===== config.mk =====
export PLATFORM = sky130hd
export DESIGN_NAME = mbox_irq
export DESIGN_NICKNAME = d
export VERILOG_FILES = /design/src/rtl/mbox_irq.sv
export SDC_FILE = /design/constraint.sdc
export NUM_CORES = 1
export LEC_CHECK = 0
export BUFFER_PORTS_ARGS = -buffer_cell sky130_fd_sc_hd__buf_2
export CAP_MARGIN = 20
export CORE_AREA = 2 2 39 41
export CTS_BUF_LIST = sky130_fd_sc_hd__clkbuf_8
export CTS_CLUSTER_DIAMETER = 50
export DETAILED_ROUTE_END_ITERATION = 16
export DIE_AREA = 0 0 41 43
export PLACE_DENSITY = 0.82
export SLEW_MARGIN = 15
export SYNTH_ARGS = -nofsm -noshare
export SYNTH_HDL_FRONTEND = slang
export SYNTH_SLANG_ARGS = --single-unit

===== constraint.sdc =====
create_clock -name clk -period 0.9 [get_ports clk]
set_input_delay 0.18 -clock clk [delete_from_list [all_inputs] [get_ports clk]]
set_output_delay 0.18 -clock clk [all_outputs]
set_load 0.005 [all_outputs]

===== src/rtl/mbox_irq.sv =====
module mbox_irq #(
  parameter int AW = 20,
  parameter int BW = 8
) (
  input  logic          clk,
  input  logic          rst_n,
  input  logic          l_ce0_n,
  input  logic          l_ce1,
  input  logic          l_rw,
  input  logic [BW-1:0] l_be_n,
  input  logic [AW-1:0] l_addr,
  input  logic          r_ce0_n,
  input  logic          r_ce1,
  input  logic          r_rw,
  input  logic [BW-1:0] r_be_n,
  input  logic [AW-1:0] r_addr,
  output logic          l_int_n,
  output logic          r_int_n
);
  localparam logic [AW-1:0] R_BOX = {AW{1'b1}};
  localparam logic [AW-1:0] L_BOX = {{(AW-1){1'b1}}, 1'b0};

  logic l_en, r_en, l_wr, r_wr;
  logic set_r, clr_r, set_l, clr_l;
  logic l_flag, r_flag;

  assign l_en = ~l_ce0_n & l_ce1;
  assign r_en = ~r_ce0_n & r_ce1;
  assign l_wr = l_en & ~l_rw & ~(&l_be_n);
  assign r_wr = r_en & ~r_rw & ~(&r_be_n);

  assign set_r = l_wr & (l_addr == R_BOX);
  assign clr_r = r_en & r_rw & (r_addr == R_BOX);
  assign set_l = r_wr & (r_addr == L_BOX);
  assign clr_l = l_en & l_rw & (l_addr == L_BOX);

  always_ff @(posedge clk or negedge rst_n) begin
    if (!rst_n) begin
      l_flag <= 1'b0;
      r_flag <= 1'b0;
    end else begin
      if (set_r)      r_flag <= 1'b1;
      else if (clr_r) r_flag <= 1'b0;
      if (set_l)      l_flag <= 1'b1;
      else if (clr_l) l_flag <= 1'b0;
    end
  end

  assign l_int_n = ~l_flag;
  assign r_int_n = ~r_flag;
endmodule


==> out/summary.log, run 1 <==
qor: cts.cts_tree yes
qor: route.wirelength 1240 µm
qor: synthesis.largest_family_of_logic_cells_by_synthesized_area simple AND/OR/NAND/NOR gates
qor: synthesis.count_of_cell_types_in_the_netlist 15
qor: synthesis.post_synth_inst_count 32
qor: synthesis.yosys.area.top_type_share 30.0%
qor: floorplan.dieWidth 41 µm
qor: route.routed_wire_length_per_instance 10.5 µm
qor: global_routing.first_global_vias 528
qor: timing.fin_worst_skew 0 ps
qor: layout.insertedDiodeCount 0
qor: placed_design.place.gp.congestion 0.639
qor: route.detail_route.drc_violations 0
qor: setup_path.type_of_origin_of_the_critical_path flip-flop
qor: synthesis.netlist_top_cells_count sky130_fd_sc_hd__nand4_1, sky130_fd_sc_hd__nand3_1
qor: setup_path.path_max_fanout 2
qor: synthesis.share_of_cell_area_taken_by_muxes_after_synthesis 0%
qor: synthesis.synthSimpleGateAreaFrac 66.0%
qor: route.total_number_of_vias 537
qor: power.p_sw 0.117 mW
qor: timing.setup_viol 0
qor: power.share_clk_of_total_power 57.2%
qor: setup_path.critical_path_start l_flag$_DFFE_PN0P_
qor: synthesis.synthesized_flop_and_latch_total 2
qor: synthesis.syn-cell-area 250 µm²
qor: timing.timing.final.hold_violations 0
qor: layout.layout.nets 169
qor: synthesis.yosys.area_share.adder 0%
qor: setup_path.critPathKind flip-flop to output pin
qor: outcome.run_status finished, final reports clean
qor: floorplan.rows 14
qor: route.drt_first_pass_iters 4
qor: worst_hold_path.timing.hold.worst.class input pin to flip-flop
qor: cts.cts-htree-levels 1
qor: timing.max_clock_freq 1120 MHz
qor: floorplan.fp.coreArea 1380 µm²
qor: timing.slew_margin_rel 83.3%
qor: synthesis.synth.top_cells.by_area sky130_fd_sc_hd__nand4_1, sky130_fd_sc_hd__dfrtp_1, sky130_fd_sc_hd__nor4_2, sky130_fd_sc_hd__and4b_1, sky130_fd_sc_hd__nand3_1
qor: setup_path.data_arrival_time_of_the_worst_path 710 ps
qor: cts.tritoncts.num_buffers 3
qor: floorplan.number_of_top_level_pins 66
qor: flow_run.maxCapViolations 0
qor: synthesis.most_used_flip_flop_cell_after_synthesis sky130_fd_sc_hd__dfrtp_1
qor: global_routing.grt_antenna_before_repair 0
qor: global_routing.grt_start_max_net_pins 3
qor: setup_path.crit_chain inv_2 -> buf_6
qor: cts.cts_max_path_buffers 2
qor: cts.cts.root.buffer_cell sky130_fd_sc_hd__clkbuf_8
qor: setup_path.critical_path.reg2reg.endpoint l_flag$_DFFE_PN0P_
qor: placed_design.dp_hpwl 1060 µm
qor: layout.layout.core_utilization 50.1%
qor: setup_path.worst_setup_path_endpoint l_int_n
qor: synthesis.yosysMostFrequentCell sky130_fd_sc_hd__nand4_1
qor: timing.timing_worst_slew_pin_value 249 ps
qor: route.via_per_inst 4.51
qor: setup_path.req_time_crit_path 720 ps
qor: synthesis.synthesis.area_per_instance 7.82 µm²
qor: cts.worst_skew_pair.late_latency 210 ps
qor: synthesis.synth.yosys.warnings 0
qor: setup_path.setup.reg_to_reg.worst_slack 170 ps
qor: setup_path.r2r_start l_flag$_DFFE_PN0P_
qor: timing.finalMaxSlewViolations 0
qor: power.internal-power 0.494 mW
qor: setup_path.timing.critical_path.to_type output pin
qor: power.seq_power_share 14.9%
qor: floorplan.die_area 1760 µm²
qor: global_routing.gr-total-overflow 0
qor: synthesis.synth_compound_area_share 11.0%
qor: setup_path.timing.reg2reg.worst_path_depth 3
qor: power.peakVddDrop 0.000383 V
qor: timing.period_needed 892 ps
qor: route.final_antenna_net_count 0
qor: layout.syn2layout_area_growth 177%
qor: global_routing.grt_usage 13.7%
qor: layout.num-fill-cells 133
qor: synthesis.async_reset_ff_share 100%
qor: setup_path.slowest_stage sky130_fd_sc_hd__dfrtp_1
qor: synthesis.synth_fp_nets 96
qor: synthesis.ys_seq_area_share 20.0%
qor: cts.clk_transition_reported_paths 30 ps
qor: floorplan.die_boundary_height 43 µm
qor: timing.layout_worst_path_cycle_share 99.2%
qor: synthesis.synth_largest_area_cell sky130_fd_sc_hd__nand4_1
qor: power.leakage 0.365 nW
qor: cts.clock_tree_sinks 2
qor: synthesis.number_of_synthesized_flops_with_an_enable_pin 0
qor: floorplan.initial_utilization 18.1%
qor: power.power.switching_fraction 19.1%
qor: power.p_per_cell_area 881 nW/µm²
qor: layout.proportion_of_layout_cells_with_a_drive_suffix_above_1 70.9%
qor: route.drt-initial-drc-count 2
qor: timing.grt_setup_unrepaired true
qor: timing.postLayoutSetupSlackWorst 7.52 ps
qor: placed_design.place.port_buffers 65
qor: global_routing.grt_pass1_wl 1710 µm
qor: power.share_comb_of_total_power 27.9%
qor: setup_path.critPathMaxStageDelay 360 ps
qor: timing.finalHoldWorstSlack 244 ps
qor: synthesis.yosys.area_share.xor_xnor 0%
qor: placed_design.setup_slack_after_placement -184 ps
-- placed cells by master (no fill, tap or decap) --
cell / netlist / final
sky130_fd_sc_hd__and2_0: 1 / 1
sky130_fd_sc_hd__and2_1: 1 / 1
sky130_fd_sc_hd__and4b_1: 2 / 2
sky130_fd_sc_hd__buf_2: 0 / 60
sky130_fd_sc_hd__buf_4: 0 / 2
sky130_fd_sc_hd__buf_6: 0 / 5
sky130_fd_sc_hd__clkbuf_8: 0 / 3
sky130_fd_sc_hd__dfrtp_1: 2 / 2
sky130_fd_sc_hd__dlygate4sd3_1: 0 / 1
sky130_fd_sc_hd__inv_1: 2 / 1
sky130_fd_sc_hd__inv_2: 0 / 1
sky130_fd_sc_hd__nand2b_1: 1 / 1
sky130_fd_sc_hd__nand3_1: 3 / 3
sky130_fd_sc_hd__nand4_1: 12 / 12
sky130_fd_sc_hd__nor2_1: 1 / 1
sky130_fd_sc_hd__nor3b_1: 1 / 1
sky130_fd_sc_hd__nor4_2: 2 / 2
sky130_fd_sc_hd__o211ai_1: 1 / 1
sky130_fd_sc_hd__o21ai_0: 1 / 1
sky130_fd_sc_hd__o22ai_1: 1 / 1
sky130_fd_sc_hd__o2bb2ai_1: 1 / 1
-- timing repair --
item	in CTS	in global routing
gates resized for setup	1	5
pin swaps	0	2
endpoints found under the setup margin	2	4
hold buffers	1	0
buffers inserted	2	0
hold endpoints to repair	2	0
-- cell families after synthesis --
kind of cell,Yosys count
compound gates,4
buf+inv,2
flops,2
simple gates,24
-- flip-flops by register name (all words and copies together) (netlist names) --
signal,count
r_flag,1
l_flag,1
-- per-stage QoR --
stage	power (mW)	cells	setup TNS, ps	instance area (µm²)
5_1_grt	0.650	119	-78.5	693
2_1_floorplan	0.113	32	-31.3	250
6_report	0.611	119	0	693
3_5_place_dp	0.248	113	-331	596
3_3_place_gp	0.243	113	-318	596
4_1_cts	0.607	119	-0.723	662
-- final cells by class --
cell class / count / area [µm²] / share of cell area [%]
tap: 16 / 20.0 / 2.89
timing repair buffer: 68 / 382 / 55.1
multi-input combinational: 28 / 193 / 27.8
sequential: 2 / 50.0 / 7.22
clock buffer: 3 / 41.3 / 5.96
inverter: 2 / 7.51 / 1.08
-- metal layers --
layer | routed length [µm] | GRT usage (%) | vias up
li1 | - | - | 279
met1 | 425 | 12.4 | 236
met2 | 730 | 25.3 | 22
met3 | 88 | 3.66 | 0
met4 | 0 | 6.67 | 0
met5 | 0 | 0 | -
-- worst min-delay path by stage --
stage / start / endpoint / slack [ps] / cells after the start
2_1_floorplan: rst_n / l_flag$_DFFE_PN0P_ / -120 / 0
3_3_place_gp: rst_n / r_flag$_DFFE_PN0P_ / -30 / 1
3_5_place_dp: rst_n / r_flag$_DFFE_PN0P_ / -30 / 1
4_1_cts: l_addr[0] / r_flag$_DFFE_PN0P_ / 240 / 3
5_1_grt: l_addr[0] / r_flag$_DFFE_PN0P_ / 260 / 3
6_report: l_addr[0] / r_flag$_DFFE_PN0P_ / 240 / 3
-- critical path: cells and delay by family (launching register included) --
family                 cells  cell delay (ps)
flip-flops                 1              360
buffers and inverters      2              140
-- power by group through the flow --
stage	logic (mW)	registers (mW)	clock network, mW
6_report	0.171	0.0907	0.349
5_1_grt	0.189	0.0906	0.371
4_1_cts	0.161	0.0907	0.356
3_5_place_dp	0.157	0.0916	0
3_3_place_gp	0.152	0.0916	0
2_1_floorplan	0.0216	0.0916	0
No activity file was read; power rests on OpenSTA's default activity.
==> run 2, diff against run 1 <==
--- a/config.mk
+++ b/config.mk
@@ -7,11 +7,11 @@
 export LEC_CHECK = 0
 export BUFFER_PORTS_ARGS = -buffer_cell sky130_fd_sc_hd__buf_2
 export CAP_MARGIN = 20
-export CORE_AREA = 2 2 39 41
+export CORE_AREA = 3 3 40 42
 export CTS_BUF_LIST = sky130_fd_sc_hd__clkbuf_8
 export CTS_CLUSTER_DIAMETER = 50
 export DETAILED_ROUTE_END_ITERATION = 16
-export DIE_AREA = 0 0 41 43
+export DIE_AREA = 0 0 43 45
 export PLACE_DENSITY = 0.82
 export SLEW_MARGIN = 15
 export SYNTH_ARGS = -nofsm -noshare
==> out/summary.log, run 2 (synthesis results as in run 1) <==
qor: layout.layout.core_utilization 57.1%
qor: layout.biggestRegsByFlops l_flag x1, r_flag x1
qor: cts.cts-htree-levels 1
qor: global_routing.first_global_vias 573
qor: power.peakVddDrop 0.000361 V
qor: power.leakage 0.395 nW
qor: timing.layout_worst_path_cycle_share 104%
qor: floorplan.number_of_top_level_pins 66
qor: cts.cts_tree yes
qor: worst_hold_path.timing.hold.worst.class input pin to flip-flop
qor: route.drt_first_pass_iters 4
qor: placed_design.place.gp.congestion 0.707
qor: floorplan.die_area 1940 µm²
qor: global_routing.gr-total-overflow 0
qor: cts.clock_tree_sinks 2
qor: placed_design.postPlaceCellArea 594 µm²
qor: cts.tritoncts.num_buffers 3
qor: floorplan.fp.coreArea 1280 µm²
qor: cts.cts.root.buffer_cell sky130_fd_sc_hd__clkbuf_8
qor: placed_design.dp.cells 112
qor: timing.postLayoutSetupSlackWorst -32.0 ps
qor: power.power_total 0.624 mW
qor: outcome.run_status complete, but fails checks
qor: layout.layout.nets 171
qor: layout.proportion_of_layout_cells_with_a_drive_suffix_above_1 72.4%
qor: route.detail_route.drc_violations 0
qor: cts.clk_transition_reported_paths 30 ps
qor: global_routing.grt_start_max_net_pins 3
qor: outcome.failed_checks negative setup slack
qor: layout.syn2layout_area_growth 193%
qor: layout.stdcell_area 733 µm²
qor: setup_path.req_time_crit_path 980 ps
qor: route.final_antenna_net_count 0
qor: timing.final.setup.tns -36.8 ps
qor: global_routing.grt_usage 14.3%
qor: route.drt-initial-drc-count 6
qor: layout.final_standard_cell_count_with_taps_included_and_fillers_excluded 120
qor: floorplan.rows 13
qor: timing.period_needed 932 ps
qor: timing.fin_worst_skew 0 ps
qor: route.total_number_of_vias 571
qor: layout.layout_commonest_cell sky130_fd_sc_hd__buf_2
qor: timing.grt_setup_unrepaired true
qor: route.routed_wire_length_per_instance 13.2 µm
qor: power.p_per_cell_area 851 nW/µm²
qor: placed_design.place.port_buffers 65
qor: setup_path.timing.critical_path.to_type flip-flop
qor: timing.slew_margin_rel 80.9%
qor: setup_path.timing.reg2reg.worst_path_depth 3
qor: layout.num-fill-cells 125
qor: timing.timing.final.hold_violations 0
qor: timing.setup_viol 2
qor: layout.insertedDiodeCount 0
qor: placed_design.dp_hpwl 1290 µm
qor: setup_path.path_max_fanout 2
qor: setup_path.data_arrival_time_of_the_worst_path 1010 ps
qor: worst_hold_path.hold_path_depth 3
qor: global_routing.grt_pass1_wl 2110 µm
qor: cts.worst_skew_pair.late_latency 210 ps
qor: setup_path.type_of_origin_of_the_critical_path input pin
qor: route.via_per_inst 4.76
qor: floorplan.initial_utilization 19.5%
qor: layout.layout_common_cells sky130_fd_sc_hd__buf_2, sky130_fd_sc_hd__nand4_1, sky130_fd_sc_hd__buf_6
qor: cts.cts_max_path_buffers 2
qor: route.wirelength 1580 µm
qor: timing.max_clock_freq 1070 MHz
qor: timing.timing_worst_slew_pin_value 286 ps
qor: global_routing.grt_antenna_before_repair 0
qor: timing.finalMaxSlewViolations 0
qor: floorplan.die_boundary_height 45 µm
qor: placed_design.setup_slack_after_placement -199 ps
qor: setup_path.critPathKind input pin to flip-flop
qor: timing.finalHoldWorstSlack 245 ps
qor: flow_run.maxCapViolations 0
qor: floorplan.dieWidth 43 µm
==> run 2: changes by cell type in the layout (fill, tap and decap cells not counted), sizes merged <==
cell  delta
buf      +2
==> run 2: layout make-up <==
cell class / count / area, µm² / share of cell area [%]
Timing Repair Buffer: 70 / 409 / 55.8
Tap cell: 15 / 18.8 / 2.56
Inverter: 2 / 7.51 / 1.02
Multi-Input combinational cell: 28 / 206 / 28.2
Clock buffer: 3 / 41.3 / 5.63
Sequential cell: 2 / 50.0 / 6.83
==> run 2: final timing paths <==
check | slack [ps] | endpoint | startpoint
min in group asynchronous | 290 | l_flag$_DFFE_PN0P_ | rst_n
hold reg to reg | 660 | r_flag$_DFFE_PN0P_ | r_flag$_DFFE_PN0P_
setup reg to reg | 70 | r_flag$_DFFE_PN0P_ | r_flag$_DFFE_PN0P_
max in group asynchronous | 510 | r_flag$_DFFE_PN0P_ | rst_n
setup / recovery | -30 | l_flag$_DFFE_PN0P_ | l_addr[7]
hold / removal | 250 | r_flag$_DFFE_PN0P_ | l_addr[0]
==> run 2: what timing repair did <==
action / in CTS / in global routing
setup buffers: 2 / 2
resized for setup: 1 / 9
endpoints found under the setup margin: 2 / 4
pin swaps: 0 / 8
hold buffers: 1 / 0
endpoints found under the hold margin: 2 / 0
==> run 2: worst max-delay path, stage by stage <==
cell	delay, ps
sky130_fd_sc_hd__buf_6	70
sky130_fd_sc_hd__nand4_1	160
sky130_fd_sc_hd__nor4_4	300
sky130_fd_sc_hd__and4b_1	220
sky130_fd_sc_hd__o22ai_1	90
==> run 2: power by group <==
group | internal, mW | leakage (nW) | switching (mW) | total (mW)
Clock | 0.282 | 0.0216 | 0.0665 | 0.349
Sequential | 0.0907 | 0.0227 | 0.000000586 | 0.0907
Combinational | 0.129 | 0.351 | 0.0554 | 0.184
==> run 2: routing by layer <==
| layer | track usage, % | part of all wire (%) | vias to the layer above |
|---|---|---|---|
| met5 | 0 | 0 | - |
| met4 | 7.23 | 1.8 | 0 |
| met3 | 4.38 | 10 | 4 |
| met2 | 28.1 | 61 | 32 |
| met1 | 13.3 | 27 | 250 |
| li1 | - | - | 285 |
==> run 3, diff against run 2 <==
--- a/config.mk
+++ b/config.mk
@@ -7,12 +7,15 @@
 export LEC_CHECK = 0
 export BUFFER_PORTS_ARGS = -buffer_cell sky130_fd_sc_hd__buf_2
 export CAP_MARGIN = 20
-export CORE_AREA = 3 3 40 42
+export CELL_PAD_IN_SITES_DETAIL_PLACEMENT = 0
+export CELL_PAD_IN_SITES_GLOBAL_PLACEMENT = 1
+export CORE_ASPECT_RATIO = 1.4
+export CORE_MARGIN = 3
+export CORE_UTILIZATION = 11
 export CTS_BUF_LIST = sky130_fd_sc_hd__clkbuf_8
 export CTS_CLUSTER_DIAMETER = 50
 export DETAILED_ROUTE_END_ITERATION = 16
-export DIE_AREA = 0 0 43 45
-export PLACE_DENSITY = 0.82
+export PLACE_DENSITY = 0.92
 export SLEW_MARGIN = 15
 export SYNTH_ARGS = -nofsm -noshare
 export SYNTH_HDL_FRONTEND = slang
==> constraint.sdc (replaced) <==
create_clock -name clk -period 0.9 [get_ports clk]
set_input_delay 0.18 -clock clk [delete_from_list [all_inputs] [get_ports clk]]
set_output_delay 0.18 -clock clk [all_outputs]
set_load 0.1 [all_outputs]
==> out/summary.log, run 3 (synthesis results as in run 1) <==
qor: outcome.run_status complete, but fails checks
qor: outcome.failed_checks negative setup slack
qor: timing.max_clock_freq 946 MHz
qor: route.via_per_inst 4.45
qor: global_routing.grt_antenna_before_repair 0
qor: worst_hold_path.timing.hold.worst.class input pin to flip-flop
qor: timing.slew_margin_rel 83.5%
qor: route.wirelength 1400 µm
qor: global_routing.gr-total-overflow 0
qor: route.total_number_of_vias 552
qor: route.detail_route.drc_violations 0
qor: timing.timing_worst_slew_pin_value 246 ps
qor: timing.setup_viol 2
qor: layout.biggestRegsByFlops l_flag x1, r_flag x1
qor: timing.grt_setup_unrepaired true
qor: power.p_sw 0.120 mW
qor: power.share_comb_of_total_power 29.0%
qor: setup_path.path_max_fanout 2
qor: layout.proportion_of_layout_cells_with_a_drive_suffix_above_1 72.8%
qor: cts.cts_max_path_buffers 2
qor: setup_path.type_of_origin_of_the_critical_path flip-flop
qor: floorplan.number_of_top_level_pins 66
qor: layout.final_standard_cell_count_with_taps_included_and_fillers_excluded 124
qor: cts.clock_tree_sinks 2
qor: power.p_per_cell_area 819 nW/µm²
qor: cts.clk_transition_reported_paths 20 ps
qor: placed_design.dp.cells 118
qor: floorplan.initial_utilization 12.1%
qor: flow_run.maxCapViolations 0
qor: global_routing.first_global_vias 543
qor: layout.layout.core_utilization 36.6%
qor: global_routing.grt_usage 9.14%
qor: power.power.switching_fraction 19.4%
qor: layout.insertedDiodeCount 0
qor: power.internal-power 0.500 mW
qor: cts.cts_tree yes
qor: layout.layout_common_cells sky130_fd_sc_hd__buf_2, sky130_fd_sc_hd__nand4_1, sky130_fd_sc_hd__buf_6
qor: cts.worst_skew_pair.late_latency 210 ps
qor: power.share_clk_of_total_power 56.3%
qor: timing.postLayoutSetupSlackWorst -157 ps
qor: setup_path.req_time_crit_path 720 ps
qor: route.routed_wire_length_per_instance 11.3 µm
qor: timing.final.setup.tns -293 ps
qor: cts.cts-htree-levels 1
qor: layout.num-fill-cells 212
qor: cts.cts.root.buffer_cell sky130_fd_sc_hd__clkbuf_8
qor: setup_path.critPathKind flip-flop to output pin
qor: floorplan.die_boundary_height 62.4 µm
qor: setup_path.slowest_stage sky130_fd_sc_hd__dfrtp_1
qor: power.peakVddDrop 0.000692 V
qor: placed_design.place.port_buffers 65
qor: layout.stdcell_area 757 µm²
qor: setup_path.data_arrival_time_of_the_worst_path 880 ps
qor: timing.fin_worst_skew 0 ps
qor: floorplan.dieWidth 46.3 µm
qor: setup_path.timing.critical_path.to_type output pin
qor: cts.tritoncts.num_buffers 3
qor: placed_design.postPlaceCellArea 639 µm²
qor: global_routing.grt_start_max_net_pins 3
qor: setup_path.critPathMaxStageDelay 380 ps
qor: floorplan.rows 19
qor: layout.layout_commonest_cell sky130_fd_sc_hd__buf_2
qor: power.power_total 0.620 mW
qor: setup_path.crit_chain clkinvlp_4 -> buf_12
qor: power.leakage 0.385 nW
qor: route.drt_first_pass_iters 2
qor: global_routing.grt_pass1_wl 1970 µm
qor: timing.period_needed 1060 ps
qor: placed_design.place.gp.congestion 0.724
qor: route.drt-initial-drc-count 6
qor: route.final_antenna_net_count 0
qor: floorplan.fp.coreArea 2070 µm²
qor: power.seq_power_share 14.6%
qor: placed_design.dp_hpwl 1260 µm
qor: timing.layout_worst_path_cycle_share 117%
qor: timing.timing.final.hold_violations 0
qor: floorplan.die_area 2890 µm²
qor: layout.syn2layout_area_growth 203%
qor: timing.finalHoldWorstSlack 252 ps
qor: timing.finalMaxSlewViolations 0
qor: placed_design.setup_slack_after_placement -211 ps
qor: layout.layout.nets 169
[run 3: cell types whose count changed in the layout (fill, tap and decap cells not counted)]
| cell | change |
|---|---|
| sky130_fd_sc_hd__inv_1 | -1 |
| sky130_fd_sc_hd__buf_6 | -1 |
| sky130_fd_sc_hd__clkinvlp_4 | +2 |
| sky130_fd_sc_hd__buf_2 | -1 |
| sky130_fd_sc_hd__inv_2 | -1 |
| sky130_fd_sc_hd__buf_12 | +2 |
| sky130_fd_sc_hd__buf_4 | -2 |
[run 3: what timing repair did]
action | CTS | global route
resized for setup | 0 | 8
hold buffers | 1 | 0
pin swaps | 0 | 8
buffers inserted | 2 | 0
endpoints found under the setup margin | 2 | 4
endpoints found under the hold margin | 2 | 0
[run 3: layer usage]
| metal | share of wire [%] | vias to the layer above | global-route usage (%) | routed length (µm) |
|---|---|---|---|---|
| met5 | 0 | - | 0 | 0 |
| met4 | 0 | 0 | 2.14 | 0 |
| met3 | 11 | 0 | 4.03 | 151 |
| met2 | 59 | 29 | 17.1 | 823 |
| met1 | 30 | 244 | 8.35 | 421 |
| li1 | - | 279 | - | - |
[run 3: worst paths after layout]
check / slack, ps / end / depth (start not counted) / start
worst max-delay path: -160 / r_int_n / 2 / r_flag$_DFFE_PN0P_
worst max register to register: 70 / l_flag$_DFFE_PN0P_ / 3 / l_flag$_DFFE_PN0P_
worst min register to register: 640 / r_flag$_DFFE_PN0P_ / 2 / r_flag$_DFFE_PN0P_
max in group asynchronous: 510 / r_flag$_DFFE_PN0P_ / 2 / rst_n
min in group asynchronous: 300 / l_flag$_DFFE_PN0P_ / 2 / rst_n
worst min-delay path: 250 / r_flag$_DFFE_PN0P_ / 3 / l_addr[0]
[run 3: power by group through the flow]
stage	registers (mW)	clock network [mW]	logic (mW)
after global placement	0.0916	0	0.151
after global routing	0.0906	0.378	0.201
after floorplan	0.0916	0	0.0216
after detailed placement	0.0916	0	0.157
final	0.0907	0.349	0.180
after CTS	0.0907	0.358	0.161
[run 3: critical path: cells and delay by family (launching register included)]
| kind | cells | cell delay, ps |
|---|---|---|
| DFF | 1 | 380 |
| buffers and inverters | 2 | 290 |
[run 3: area by class of cell]
class | instances | area, µm² | share of cell area [%]
timing repair buffer | 68 | 418 | 55.2
clock buffer | 3 | 41.3 | 5.45
tap | 21 | 26.3 | 3.47
sequential | 2 | 50.0 | 6.61
multi-input combinational | 28 | 206 | 27.3
inverter | 2 | 15.0 | 1.98
